==> src/rtl/adcseq_pkg.sv <==
// Package: shared types and fixed register addresses of the setup sequencer.
// Assumes the converter decodes a write opcode as base OR register address.
package adcseq_pkg;
    localparam int GAP_W = 8;

    localparam logic [7:0] ADDR_STATUS = 8'h00;
    localparam logic [7:0] ADDR_MUX    = 8'h01;
    localparam logic [7:0] ADDR_ADCON  = 8'h02;
    localparam logic [7:0] ADDR_DRATE  = 8'h03;

    localparam logic [3:0] STEP_STREAM = 4'd8;

    typedef enum logic [1:0] {ST_WAIT, ST_XFER, ST_GAP} seq_state_t;

    typedef struct packed {
        logic             gated;
        logic [1:0]       nbytes;
        logic [7:0]       b0;
        logic [7:0]       b1;
        logic [7:0]       b2;
        logic [GAP_W-1:0] gap_us;
        logic             is_read;
    } step_t;
endpackage

==> src/rtl/us_tick.sv <==
// Microsecond tick: pulses once every CLK_PER_US cycles while clr is low.
// Assumes clr is held high outside a gap so that each gap starts from zero.
module us_tick #(
    parameter int CLK_PER_US = 8
) (
    input  logic clk,
    input  logic rst_n,
    input  logic clr,
    output logic tick
);
    localparam int CW = (CLK_PER_US > 1) ? $clog2(CLK_PER_US) : 1;
    localparam logic [CW-1:0] LAST = CW'(CLK_PER_US - 1);

    logic [CW-1:0] cnt;

    // Count system cycles within one microsecond.
    always_ff @(posedge clk) begin
        if (!rst_n || clr) cnt <= '0;
        else if (cnt == LAST) cnt <= '0;
        else cnt <= cnt + 1'b1;
    end

    assign tick = !clr && (cnt == LAST);
endmodule

==> src/rtl/drdy_edge.sv <==
// Data-ready edge finder: synchronizes the asynchronous active-low line and
// flags one cycle per high-to-low transition. Assumes pulses span >= 2 cycles.
module drdy_edge (
    input  logic clk,
    input  logic rst_n,
    input  logic drdy_n,
    output logic fall
);
    logic s1, s2, s3;

    // Two-stage synchronizer plus one history stage.
    always_ff @(posedge clk) begin
        if (!rst_n) begin
            s1 <= 1'b1;
            s2 <= 1'b1;
            s3 <= 1'b1;
        end else begin
            s1 <= drdy_n;
            s2 <= s1;
            s3 <= s2;
        end
    end

    assign fall = s3 && !s2;
endmodule

==> src/rtl/spi_byte_shift.sv <==
// Byte shifter: sends and receives one byte MSB first. The serial clock idles
// low, output changes on its rising edge, input is taken on its falling edge.
// Assumes start is only raised while busy and done are both low.
module spi_byte_shift #(
    parameter int SCLK_HALF = 2
) (
    input  logic       clk,
    input  logic       rst_n,
    input  logic       start,
    input  logic [7:0] tx_byte,
    input  logic       miso,
    output logic       sclk,
    output logic       mosi,
    output logic       busy,
    output logic       done,
    output logic [7:0] rx_byte
);
    localparam int HW = (SCLK_HALF > 1) ? $clog2(SCLK_HALF) : 1;
    localparam logic [HW-1:0] H_LAST = HW'(SCLK_HALF - 1);

    logic [HW-1:0] phase;
    logic [2:0]    bitn;
    logic [7:0]    tx_sh;

    // Half-period timing, bit shifting and the completion strobe.
    always_ff @(posedge clk) begin
        if (!rst_n) begin
            phase   <= '0;
            bitn    <= '0;
            tx_sh   <= '0;
            rx_byte <= '0;
            sclk    <= 1'b0;
            mosi    <= 1'b0;
            busy    <= 1'b0;
            done    <= 1'b0;
        end else begin
            done <= 1'b0;
            if (!busy) begin
                if (start) begin
                    busy  <= 1'b1;
                    tx_sh <= tx_byte;
                    phase <= '0;
                    bitn  <= '0;
                end
            end else if (phase != H_LAST) begin
                phase <= phase + 1'b1;
            end else begin
                phase <= '0;
                if (!sclk) begin
                    sclk  <= 1'b1;
                    mosi  <= tx_sh[7];
                    tx_sh <= {tx_sh[6:0], 1'b0};
                end else begin
                    sclk    <= 1'b0;
                    rx_byte <= {rx_byte[6:0], miso};
                    bitn    <= bitn + 1'b1;
                    if (bitn == 3'd7) begin
                        busy <= 1'b0;
                        done <= 1'b1;
                    end
                end
            end
        end
    end
endmodule

==> src/rtl/adc_stream_seq.sv <==
// Setup and streaming sequencer: steps through the fixed configuration list,
// gating chosen steps on a data-ready falling edge and following chosen steps
// with a microsecond gap, then reads one sample per data-ready falling edge.
// Assumes SAMPLE_W is a whole number of bytes, at most three.
module adc_stream_seq
    import adcseq_pkg::*;
#(
    parameter int         CLK_PER_US  = 8,
    parameter int         SCLK_HALF   = 2,
    parameter int         TIMEOUT_CYC = 100000,
    parameter int         GAP_CFG_US  = 5,
    parameter int         GAP_RUN_US  = 8,
    parameter int         SAMPLE_W    = 24,
    parameter int         WIDE_W      = 32,
    parameter logic [7:0] OP_STOP     = 8'h0F,
    parameter logic [7:0] OP_START    = 8'h03,
    parameter logic [7:0] OP_CAL      = 8'hF0,
    parameter logic [7:0] OP_WREG     = 8'h50,
    parameter logic [7:0] VAL_STATUS  = 8'h00,
    parameter logic [7:0] VAL_ADCON   = 8'h00,
    parameter logic [7:0] VAL_DRATE   = 8'hC0,
    parameter logic [7:0] VAL_MUX     = 8'h01
) (
    input  logic                clk,
    input  logic                rst_n,
    input  logic                drdy_n,
    input  logic                miso,
    output logic                sclk,
    output logic                mosi,
    output logic                sample_valid,
    output logic [SAMPLE_W-1:0] sample_data,
    output logic [WIDE_W-1:0]   sample_wide,
    output logic                timeout
);
    localparam int RD_BYTES = SAMPLE_W / 8;
    localparam int TO_W     = $clog2(TIMEOUT_CYC + 1);
    localparam logic [TO_W-1:0] TO_LAST = TO_W'(TIMEOUT_CYC - 1);
    localparam logic [TO_W-1:0] TO_MAX  = TO_W'(TIMEOUT_CYC);

    // Describes one step of the fixed sequence.
    function automatic step_t step_info(input logic [3:0] s);
        step_t r;
        r = '0;
        case (s)
            4'd0: begin r.gated = 1'b1; r.nbytes = 2'd1; r.b0 = OP_STOP; end
            4'd1: begin
                r.gated = 1'b1; r.nbytes = 2'd3; r.b0 = OP_WREG | ADDR_STATUS;
                r.b2 = VAL_STATUS; r.gap_us = GAP_W'(GAP_CFG_US);
            end
            4'd2: begin
                r.nbytes = 2'd3; r.b0 = OP_WREG | ADDR_ADCON;
                r.b2 = VAL_ADCON; r.gap_us = GAP_W'(GAP_CFG_US);
            end
            4'd3: begin
                r.nbytes = 2'd3; r.b0 = OP_WREG | ADDR_DRATE;
                r.b2 = VAL_DRATE; r.gap_us = GAP_W'(GAP_CFG_US);
            end
            4'd4: begin
                r.gated = 1'b1; r.nbytes = 2'd1; r.b0 = OP_CAL;
                r.gap_us = GAP_W'(GAP_CFG_US);
            end
            4'd5: begin
                r.gated = 1'b1; r.nbytes = 2'd3; r.b0 = OP_WREG | ADDR_MUX;
                r.b2 = VAL_MUX;
            end
            4'd6: begin
                r.gated = 1'b1; r.nbytes = 2'd1; r.b0 = OP_START;
                r.gap_us = GAP_W'(GAP_RUN_US);
            end
            4'd7:    begin r.nbytes = 2'(RD_BYTES); r.is_read = 1'b1; end
            default: begin r.gated = 1'b1; r.nbytes = 2'(RD_BYTES); r.is_read = 1'b1; end
        endcase
        return r;
    endfunction

    // Tells whether a step waits on data-ready.
    function automatic logic step_gated(input logic [3:0] s);
        return !(s == 4'd2 || s == 4'd3 || s == 4'd7);
    endfunction

    seq_state_t          state;
    logic [3:0]          step, nxt_step;
    logic [1:0]          bidx;
    logic [GAP_W-1:0]    us_cnt;
    logic [TO_W-1:0]     wait_cnt;
    logic [SAMPLE_W-1:0] acc;
    step_t               cur;
    logic [7:0]          tx_byte, rx_byte;
    logic                sh_start, sh_busy, sh_done, drdy_fall, tick, in_gap;

    drdy_edge u_edge (.clk(clk), .rst_n(rst_n), .drdy_n(drdy_n), .fall(drdy_fall));

    us_tick #(.CLK_PER_US(CLK_PER_US)) u_tick (
        .clk(clk), .rst_n(rst_n), .clr(!in_gap), .tick(tick)
    );

    spi_byte_shift #(.SCLK_HALF(SCLK_HALF)) u_shift (
        .clk(clk), .rst_n(rst_n), .start(sh_start), .tx_byte(tx_byte),
        .miso(miso), .sclk(sclk), .mosi(mosi), .busy(sh_busy),
        .done(sh_done), .rx_byte(rx_byte)
    );

    // Current step decode, byte selection and shifter launch.
    always_comb begin
        cur      = step_info(step);
        nxt_step = (step >= STEP_STREAM) ? STEP_STREAM : step + 4'd1;
        case (bidx)
            2'd0:    tx_byte = cur.b0;
            2'd1:    tx_byte = cur.b1;
            default: tx_byte = cur.b2;
        endcase
        sh_start = (state == ST_XFER) && !sh_busy && !sh_done;
    end

    assign in_gap      = (state == ST_GAP);
    assign sample_wide = {{(WIDE_W - SAMPLE_W){sample_data[SAMPLE_W-1]}}, sample_data};

    // Sequencer state, gap and wait counters, sample capture and timeout.
    always_ff @(posedge clk) begin
        if (!rst_n) begin
            state        <= ST_WAIT;
            step         <= '0;
            bidx         <= '0;
            us_cnt       <= '0;
            wait_cnt     <= '0;
            acc          <= '0;
            sample_data  <= '0;
            sample_valid <= 1'b0;
            timeout      <= 1'b0;
        end else begin
            sample_valid <= 1'b0;
            case (state)
                ST_WAIT: begin
                    if (drdy_fall) begin
                        state    <= ST_XFER;
                        bidx     <= '0;
                        wait_cnt <= '0;
                        timeout  <= 1'b0;
                    end else if (wait_cnt != TO_MAX) begin
                        wait_cnt <= wait_cnt + 1'b1;
                        if (wait_cnt == TO_LAST) timeout <= 1'b1;
                    end
                end
                ST_XFER: begin
                    if (sh_done) begin
                        if (cur.is_read) acc <= {acc[SAMPLE_W-9:0], rx_byte};
                        if (bidx != cur.nbytes - 2'd1) begin
                            bidx <= bidx + 2'd1;
                        end else begin
                            if (cur.is_read) begin
                                sample_data  <= {acc[SAMPLE_W-9:0], rx_byte};
                                sample_valid <= 1'b1;
                            end
                            if (cur.gap_us != '0) begin
                                state  <= ST_GAP;
                                us_cnt <= '0;
                            end else begin
                                step     <= nxt_step;
                                bidx     <= '0;
                                wait_cnt <= '0;
                                state    <= step_gated(nxt_step) ? ST_WAIT : ST_XFER;
                            end
                        end
                    end
                end
                default: begin
                    if (tick) begin
                        if (us_cnt == cur.gap_us - 1'b1) begin
                            step     <= nxt_step;
                            bidx     <= '0;
                            wait_cnt <= '0;
                            state    <= step_gated(nxt_step) ? ST_WAIT : ST_XFER;
                        end else begin
                            us_cnt <= us_cnt + 1'b1;
                        end
                    end
                end
            endcase
        end
    end
endmodule

==> config.mk <==
export PLATFORM = sky130hd
export DESIGN_NAME = adc_stream_seq
export DESIGN_NICKNAME = d
export VERILOG_FILES = /design/src/rtl/adcseq_pkg.sv /design/src/rtl/us_tick.sv /design/src/rtl/drdy_edge.sv /design/src/rtl/spi_byte_shift.sv /design/src/rtl/adc_stream_seq.sv
export SDC_FILE = /design/constraint.sdc
export NUM_CORES = 1
export LEC_CHECK = 0
export ABC_AREA = 1
export BUFFER_PORTS_ARGS = -buffer_cell sky130_fd_sc_hd__buf_2
export CORE_ASPECT_RATIO = 1.4
export CORE_MARGIN = 4
export CORE_UTILIZATION = 60
export DETAILED_ROUTE_END_ITERATION = 7
export GPL_TIMING_DRIVEN = 0
export HOLD_SLACK_MARGIN = 0.05
export MAX_ROUTING_LAYER = met4
export PLACE_DENSITY = 0.9
export RECOVER_POWER = 50
export SETUP_SLACK_MARGIN = 0.05
export SLEW_MARGIN = 20
export SYNTH_ARGS = -nofsm -noshare
export SYNTH_HDL_FRONTEND = slang
export SYNTH_SLANG_ARGS = --single-unit
==> constraint.sdc <==
create_clock -name clk -period 7.1 [get_ports clk]
set_input_delay 0 -clock clk [delete_from_list [all_inputs] [get_ports clk]]
set_output_delay 0 -clock clk [all_outputs]
set_load 0.005 [all_outputs]
-- Yosys cells after proc, flatten, opt, wreduce, memory -nomap -nowiden
Index checks and enable logic that the tools add are counted.
- register bits after elaboration: 105
- bits in latches: 0
- bits in writable memories: 0
- bits in read-only memories: 0
- output and inout port bits: 60
- logic and storage cells: 172
- memories kept: 0
- add/subtract/negate cells: 9
- $mul: 0
- div/mod/pow operators: 0
- magnitude comparators: 1
- equal/unequal tests: 29
- shift operators: 0
- muxes and demuxes: 63
- bitwise logic cells: 7
- reductions and logical operators: 42
- operators with widths (kind ; number):
    $mux W17 ; 7
    $mux W8 ; 9
    $pmux W8 S7 ; 1
    $pmux W8 S2 ; 3
    $pmux W17 S2 ; 1
    $mux W2 ; 13
    $mux W4 ; 6
    $reduce_and A3 Y1 ; 6
    $reduce_and A6 Y1 ; 3
    $add A17 B1 Y17 const B ; 1
    $eq A17 B17 Y1 const B ; 1
    $ne A17 B17 Y1 const B ; 1
    $eq A4 B2 Y1 const B ; 4
    $eq A4 B3 Y1 const B ; 4
    $pmux W4 S2 ; 2
    $mux W1 ; 15
    $mux W3 ; 4
    $ne A2 B2 Y1 const B ; 6
    $reduce_and A5 Y1 ; 2
    $reduce_bool A2 Y1 ; 5
    $add A8 B1 Y8 const B ; 1
    $eq A8 B8 Y1 ; 1
    $pmux W2 S2 ; 2
    $reduce_and A4 Y1 ; 2
    27 further kinds ; 51

-- Depth between registers and ports, before layout
Gate-level depths: netlist (run 1).
- depth in word-level cells: 10
- depth in mapped cells: 20
- gate-level depth less buffers: 20

-- By module
A second synthesis (run 1) with hierarchy kept.
- cells, all modules: 763
- area, all modules: 5559.1 µm²
- modules (own cells, without submodules) (module ; times used ; cells an instance ; area each (µm²) ; seq. area each (µm²)):
    adc_stream_seq ; 1 ; 598 ; 4336.7 ; 1501.4
    spi_byte_shift ; 1 ; 140 ; 1013.5 ; 480.5
    us_tick ; 1 ; 14 ; 118.9 ; 60.1
    drdy_edge ; 1 ; 11 ; 90.1 ; 60.1

-- Least setup slack after synthesis (run 1)
OpenSTA, ideal clock, no wires.
- kind: register to register
- from: register step[0]
- to: register bidx[0]
- data arrival time: 2.181 ns
- required time: 7.029 ns
- setup slack: 4.848 ns
- stages on the path, launching flop included: 20
- buffers on the path: 1
- period minus slack after synthesis: 2.252 ns
- cells stage by stage: dfxtp_1 -> inv_1 -> ha_1 -> inv_1 -> nand2_1 -> nand2_1 -> nand3_2 -> inv_2 -> ha_1 -> or2_2 -> nand3_1 -> a21oi_1 -> nand2_1 -> nand2_1 -> nand2_1 -> nand2_2 -> buf_4 -> nand2_1 -> nand2_1 -> a21oi_1
- word-level cells in the longest chain between the ends: 8
- ends and longest elaborated chain (what ; RTL line ; RTL):
    start, declared ; adc_stream_seq.sv:82 ; logic [3:0] step, nxt_step;
    start signal, assigned ; adc_stream_seq.sv:158 ; step <= nxt_step;
    start signal, assigned ; adc_stream_seq.sv:169 ; step <= nxt_step;
    parallel branches: the longest is 8 deep, another holds $sub A8 B1 Y8 ; -- ;
    end signal, assigned ; adc_stream_seq.sv:148 ; bidx <= bidx + 2'd1;
    end, declared ; adc_stream_seq.sv:83 ; logic [1:0] bidx;
Parallel ways; which one is timed is not known. The select of a mux whose other input is x is not followed.
A chain may end at the register's enable or synchronous reset.

-- Worst setup path in the final report (run 1)
- from: register step[0]
- to: register wait_cnt[3]
- word-level cells in the longest chain between the ends: 7
- ends and longest elaborated chain (what ; RTL line ; RTL):
    $eq A4 B2 Y1, or another cell as far along ; adc_stream_seq.sv:44 ; case (s)
    $reduce_or A4 Y1 (no line) or $reduce_or A3 Y1 (tied branches) ; -- ;
    $pmux W4 S2 or $mux W2 (tied branches) ; adc_stream_seq.sv:44 ;
    $sub A8 B1 Y8 or $sub A2 B1 Y2 (tied branches) ; adc_stream_seq.sv:168, adc_stream_seq.sv:147 ;
    $eq A8 B8 Y1 or $ne A2 B2 Y1 (tied branches) ; adc_stream_seq.sv:168, adc_stream_seq.sv:147 ;
    $reduce_bool A3 Y1 (no line) or $ne A2 B2 Y1 (tied branches) ; -- ;
    $reduce_and A6 Y1 (no line) (*) ; -- ;
    end signal, assigned ; adc_stream_seq.sv:140 ; wait_cnt <= wait_cnt + 1'b1;
    end, declared ; adc_stream_seq.sv:85 ; logic [TO_W-1:0] wait_cnt;
Every way passes the cells marked *; elsewhere a longest branch is shown, timed or not.

==> results of run 1 <==
## Yosys cell counts (2+ instances only)
library cell,count
nand2_4,3
xnor2_1,3
ha_1,14
nand2_2,6
nor2_2,6
nand3_2,4
buf_4,36
dfxtp_1,105
nor2_1,84
nand2_1,149
o21ai_0,35
or2_2,4
a31oi_1,2
buf_2,4
inv_2,7
xor2_1,3
inv_1,60
nor3b_1,2
nand4_1,13
buf_6,4
nor2_4,4
clkbuf_1,10
o21ai_1,15
a21oi_1,74
nor3_1,13
a211oi_2,3
nand3_1,41
## what timing repair did
action	in CTS	in global routing
hold endpoints to repair	3	0
endpoints found under the setup margin	0	0
hold buffers	3	0
## power groups by stage
stage                     combinational (W)  clock [W]  sequential (W)
after global placement             0.000360          0        0.000690
after floorplan                    0.000293          0        0.000681
after global routing               0.000424   0.000532        0.000688
final                              0.000380   0.000504        0.000682
after CTS                          0.000381   0.000504        0.000681
after detailed placement           0.000373          0        0.000693
## logic make-up after synthesis
family / after synthesis / synth area share (%)
compound gates: 136 / 13.99
xor+xnor: 6 / 1.013
fa+ha+maj: 14 / 3.378
buf+inv: 124 / 12.28
flops: 105 / 40.53
simple gates: 332 / 28.81
## flip-flops by register name (all words and copies together) (netlist names), 2 cells and up
signal and cells:
sample_data 24, wait_cnt 17, acc 16, u_shift.rx_byte 8
u_shift.tx_sh 8, us_cnt 8, step 4, u_shift.bitn 3
u_tick.cnt 3, bidx 2, state 2
## final timing paths
check             depth (start not counted)     endpoint       from
setup / recovery                         17  wait_cnt[3]    step[0]
hold / removal                            3    u_edge.s1     drdy_n
setup reg to reg                         17  wait_cnt[3]    step[0]
hold reg to reg                           1    u_edge.s2  u_edge.s1
## layout by cell type, fill, tap and decap left out, drive strengths merged, types with 2 or more instances in the layout
master	Yosys	layout
nand2	158	158
dfxtp	105	105
nor2	95	95
a21oi	74	74
inv	67	69
clkbuf	10	68
buf	45	59
o21ai	51	51
nand3	45	45
ha	14	14
nand4	13	13
nor3	13	13
clkinv	2	7
or2	4	4
a211oi	4	4
xnor2	3	3
xor2	3	3
dlygate4sd3	0	3
a31oi	2	2
nor3b	2	2
## layer usage
metal / wire length, um / part of all wire (%) / GRT usage, %
met2: 6908 / 52 / 47.37
met1: 5246 / 40 / 30.06
met4: 350 / 2.6 / 11.50
met5: 0 / 0 / -
met3: 733 / 5.5 / 5.392
## worst min-delay path, stage by stage
cell           delay (ns)
dlygate4sd3_1        0.51
buf_2                0.10
or2_2                0.09
## final cells by class
class | instances | area (um^2)
Multi-Input combinational cell | 488 | 2437
Timing Repair Buffer | 66 | 325.3
Tap cell | 102 | 127.6
Fill cell | 636 | 2360
Sequential cell | 105 | 2102
Clock inverter | 7 | 83.83
Inverter | 69 | 260.3
Buffer | 55 | 374.1
Clock buffer | 9 | 225.2
## metrics by stage
stage / setup slack (ns) / hold slack [ns] / instance area, um^2 / util (%)
5_1_grt: 4.223 / 0.3728 / 5936 / 71.55
2_1_floorplan: 4.848 / 0.1066 / 5186 / -
6_report: 4.455 / 0.3724 / 5936 / 71.55
3_5_place_dp: 4.513 / 0.1954 / 5629 / 67.86
3_3_place_gp: 4.585 / 0.2013 / 5629 / 67.86
4_1_cts: 4.483 / 0.3686 / 5968 / 71.95
==> results.py, run 1 <==
metrics = {
    "run_status": {
        "status": "complete, no violations",
    },
    "clock_tree": {
        "cts_setup_buffers": 0,
        "clock_path_buffers": 2,
        "cts_buffers": 9,
        "clk_latency_ns": 0.35,
        "htree_num_levels": 3,
        "cts_sinks": 105,
        "cts_tree": "done",
        "clkSlewWorstSetupHoldPaths_ns": 0.08,
        "clockRootBuffer": "clkbuf_16",
        "ctsResizeCount": 0,
    },
    "global_route": {
        "grt_max_degree": 22,
        "grt_pass1_wl_um": 22140,
        "overflow": 0,
        "track_usage_pct": 27.40,
        "grt_pass1_vias": 4763,
        "antenna_found_initial": 0,
    },
    "routing": {
        "wl_per_cell_um": 14.69,
        "antenna_left": 0,
        "drc": 0,
        "drt_first_pass_iters": 5,
        "via_per_inst": 5.479,
        "via_count": 4937,
        "drt-initial-drc-count": 358,
        "wl_um": 13240,
    },
    "timing": {
        "period_needed_ns": 2.645,
        "setup_tns_ns": 0,
        "rsz0062_at_grt": "no",
        "finalHoldViolations": 0,
        "tightest_slew_ns": 0.7591,
        "relSlewSlack_pct": 49.39,
        "fmax_ghz": 0.3780,
        "slew_violations": 0,
        "skew_ns": 0.009587,
        "setup_viol": 0,
        "fin_crit_sh_pct": 37.26,
    },
    "critical_path": {
        "endpoint_kind": "register",
        "cp_common_cell": "nand2_1",
        "cp.required_ns": 7.38,
        "start_kind": "register",
        "crit_buf_inv": 3,
        "cp_slowest_cell": "dfxtp_1",
        "worst-path-max-fanout": 10,
        "critical-path-top-delay-family": "simple AND/OR/NAND/NOR gates",
        "critPathKind": "register to register",
        "reg2reg_slack_ns": 4.45,
        "slowest_delay_ns": 0.34,
        "crit_arrival_ns": 2.93,
        "crit_chain": "inv_1 > ha_1 > nand3_2 > nand3_2 > inv_2 > ha_1 > or2_2 > nand3_1 > a21oi_1 > nand2_1 > nand2_1 > nand2_1 > nand2_2 > nand2_4 > buf_6 > nand2_1 > a21oi_1",
    },
    "cells_and_area": {
        "layout-drive-gt1-share_pct": 17.65,
        "nNetsFinal": 812,
        "diodes": 0,
        "instances_no_fill": 901,
        "areaGrowthSynthToFinish_pct": 14.45,
    },
    "yosys": {
        "ys_ff_latch": 105,
        "synthDistinctLibCells": 40,
        "synth_area_leader_cell": "dfxtp_1",
        "synth_top_area_share_pct": 40.53,
        "synth_nets": 735,
        "synth-edff-count": 0,
        "synth_cells": 717,
        "yosys-top-cells-area": "dfxtp_1, nand2_1, a21oi_1, nor2_1, buf_4",
        "synthArstFlopShare_pct": 0,
        "syn_area_per_cell_um2": 7.233,
        "ys_seq_area_share_pct": 40.53,
        "ys.flop_type": "dfxtp_1",
        "syn-cell-area_um2": 5186,
        "ys_warn_count": 0,
    },
    "placed_design": {
        "place_hpwl_um": 9335,
        "place.gp.congestion": 0.9613,
        "port_buffers": 63,
        "numPlacedInstances": 882,
    },
    "job": {
        "drv_cap": 0,
    },
    "power_and_ir_drop": {
        "ir_drop_mv": 0.2236,
        "p_sw_share_pct": 35.81,
        "p_leak_nw": 2.561,
        "p_sw_w": 0.0005610,
        "pwr-share-seq_pct": 43.6,
        "fin_total_pwr_w": 0.001566,
        "p_per_area_nw_per_um2": 263.9,
        "clockPowerShare_pct": 32.2,
        "combPwrFrac_pct": 24.2,
        "intPower_w": 0.001005,
    },
    "min_path": {
        "worstHoldPathType": "primary input to register",
    },
    "die": {
        "die_h_um": 118.0,
        "fp.coreArea_um2": 8295,
        "die-area_um2": 10220,
        "die_w_um": 86.58,
        "rows": 39,
        "num_io_pins": 64,
        "start_util_pct": 62.52,
    },
}
No activity file was read; power rests on OpenSTA's default activity.
==> run 2, diff against run 1 <==
- CORE_UTILIZATION: 60 -> 52
- PLACE_DENSITY: 0.9 -> 0.83
- clock period: 7.1 -> 2.2 ns (I/O delays scaled with it)
==> run 2 against run 1 <==
Highest routed layer unchanged. The flow now finishes with violations (negative setup slack). Final area is 8.9% higher. Utilization is 4.4 points lower. Critical endpoint is now step[2]. Count of clock-buffer cells in the layout stayed put. Die area is 14% higher. Clock skew is 0.0029 ns lower.
==> results.py, run 2 (synthesized netlist as in run 1, its figures left out) <==
metrics = {
    "placed_design": {
        "place_hpwl_um": 9689,
        "place.gp.congestion": 0.9376,
        "numPlacedInstances": 912,
        "pre_cts_ws_ns": -0.1421,
        "place_area_um2": 5738,
        "port_buffers": 63,
    },
    "clock_tree": {
        "clkSlewWorstSetupHoldPaths_ns": 0.08,
        "clock_path_buffers": 2,
        "cts_tree": "done",
        "clockRootBuffer": "clkbuf_16",
        "cts_buffers": 9,
        "cts_sinks": 105,
        "clk_latency_ns": 0.35,
        "htree_num_levels": 3,
    },
    "critical_path": {
        "timing.rr.end": "step[2]",
        "worstSetupEndpoint": "step[2]",
        "reg2reg_slack_ns": -0.24,
        "crit_arrival_ns": 2.68,
        "critPathLaunch": "step[1]",
        "rr_worst_depth": 19,
        "start_kind": "register",
        "critPathKind": "register to register",
        "worst-path-max-fanout": 6,
        "cp.required_ns": 2.44,
        "reg2reg_from": "step[1]",
        "endpoint_kind": "register",
    },
    "cells_and_area": {
        "design_area_um2": 6462,
        "instances_no_fill": 951,
        "largest_register": "sample_data",
        "areaGrowthSynthToFinish_pct": 24.61,
        "final_cell_mix": "nand2_1, dfxtp_1, nor2_1, a21oi_1, inv_1",
        "largest_reg_flops": 24,
        "nNetsFinal": 832,
        "top_regs": "sample_data x24, wait_cnt x17, acc x16",
        "diodes": 0,
        "layout-drive-gt1-share_pct": 27.35,
        "final_common_cell": "nand2_1",
    },
    "timing": {
        "period_needed_ns": 2.436,
        "relSlewSlack_pct": 48.31,
        "skew_ns": 0.006696,
        "fmax_ghz": 0.4105,
        "fin_crit_sh_pct": 110.7,
        "setup_tns_ns": -5.362,
        "setup_slack_ns": -0.2360,
        "slew_violations": 0,
        "finalHoldViolations": 0,
        "tightest_slew_ns": 0.7754,
        "rsz0062_at_grt": "yes",
        "setup_viol": 43,
    },
    "routing": {
        "antenna_left": 0,
        "via_per_inst": 5.497,
        "wl_um": 14740,
        "drt_first_pass_iters": 6,
        "wl_per_cell_um": 15.50,
        "via_count": 5228,
        "drt-initial-drc-count": 449,
        "drc": 0,
    },
    "power_and_ir_drop": {
        "fin_total_pwr_w": 0.005491,
        "p_per_area_nw_per_um2": 849.6,
        "ir_drop_mv": 0.6595,
        "p_leak_nw": 2.769,
    },
    "global_route": {
        "overflow": 0,
        "grt_pass1_wl_um": 23110,
        "grt_pass1_vias": 5036,
        "antenna_found_initial": 0,
        "grt_max_degree": 21,
        "track_usage_pct": 24.84,
    },
    "die": {
        "die-area_um2": 11660,
        "die_w_um": 92.41,
        "start_util_pct": 53.93,
        "num_io_pins": 64,
        "fp.coreArea_um2": 9617,
        "rows": 42,
        "die_h_um": 126.2,
    },
    "job": {
        "drv_cap": 0,
    },
    "run_status": {
        "failed_checks": "negative setup slack",
        "status": "complete, but fails checks",
    },
    "min_path": {
        "worstHoldPathType": "primary input to register",
    },
}
[run 2: worst min path at each step]
| stage | start | endpoint | slack [ns] | depth (start not counted) |
|---|---|---|---|---|
| 2_1_floorplan | drdy_n | u_edge.s1 | 0.11 | 1 |
| 3_3_place_gp | drdy_n | u_edge.s1 | 0.19 | 2 |
| 3_5_place_dp | drdy_n | u_edge.s1 | 0.21 | 2 |
| 4_1_cts | drdy_n | u_edge.s1 | 0.39 | 3 |
| 5_1_grt | drdy_n | u_edge.s1 | 0.42 | 3 |
| 6_report | drdy_n | u_edge.s1 | 0.40 | 3 |
[run 2: repair_timing]
action,CTS,global route
hold buffers,3,0
endpoints found under the setup margin,33,69
pin swaps,15,11
gates resized for setup,38,35
gates cloned,2,0
setup buffers,9,9
endpoints found under the hold margin,3,0
[run 2: power by group]
part	leakage [nW]	switching [W]	total [W]	internal (W)
sequential	0.850	0.000161	0.00221	0.00205
combinational	1.77	0.00109	0.00168	0.000593
clock	0.145	0.000793	0.00160	0.000807
total	2.77	0.00204	0.00549	0.00345
[run 2: area by class of cell]
type | instances | area (um^2)
Fill cell | 720 | 3154
Multi-Input combinational cell | 488 | 2718
Sequential cell | 105 | 2110
Timing Repair Buffer | 86 | 504.2
Buffer | 55 | 397.9
Inverter | 69 | 270.3
Clock buffer | 9 | 225.2
Tap cell | 132 | 165.2
Clock inverter | 7 | 72.57
[run 2: routing by layer]
metal  part of all wire (%)  GRT usage [%]
met4                    3.9          11.81
met2                     52          43.12
met5                      0              -
met1                     39          27.25
met3                    5.7          4.356
[run 2: worst max-delay path, stage by stage (launching register included)]
cell and delay (ns):
dfxtp_4 0.40, inv_4 0.06, ha_4 0.16, inv_2 0.06, nand2_2 0.06, nand2_2 0.07, nand3_2 0.08, inv_2 0.11
ha_4 0.18, nand2_1 0.06, inv_1 0.05, nand2_1 0.06, a21oi_2 0.19, nand2_1 0.09, nand2_2 0.09, nand2_2 0.11
nor2_4 0.21, nand2_1 0.10, nand2_1 0.11, nor2_1 0.07
[run 2: stage by stage]
step           utilization [%]  hold slack [ns]
5_1_grt                  67.20           0.4216
6_report                 67.20           0.4038
3_5_place_dp             59.67           0.2103
4_1_cts                  65.34           0.3882
3_3_place_gp             59.67           0.1937
2_1_floorplan                -           0.1066
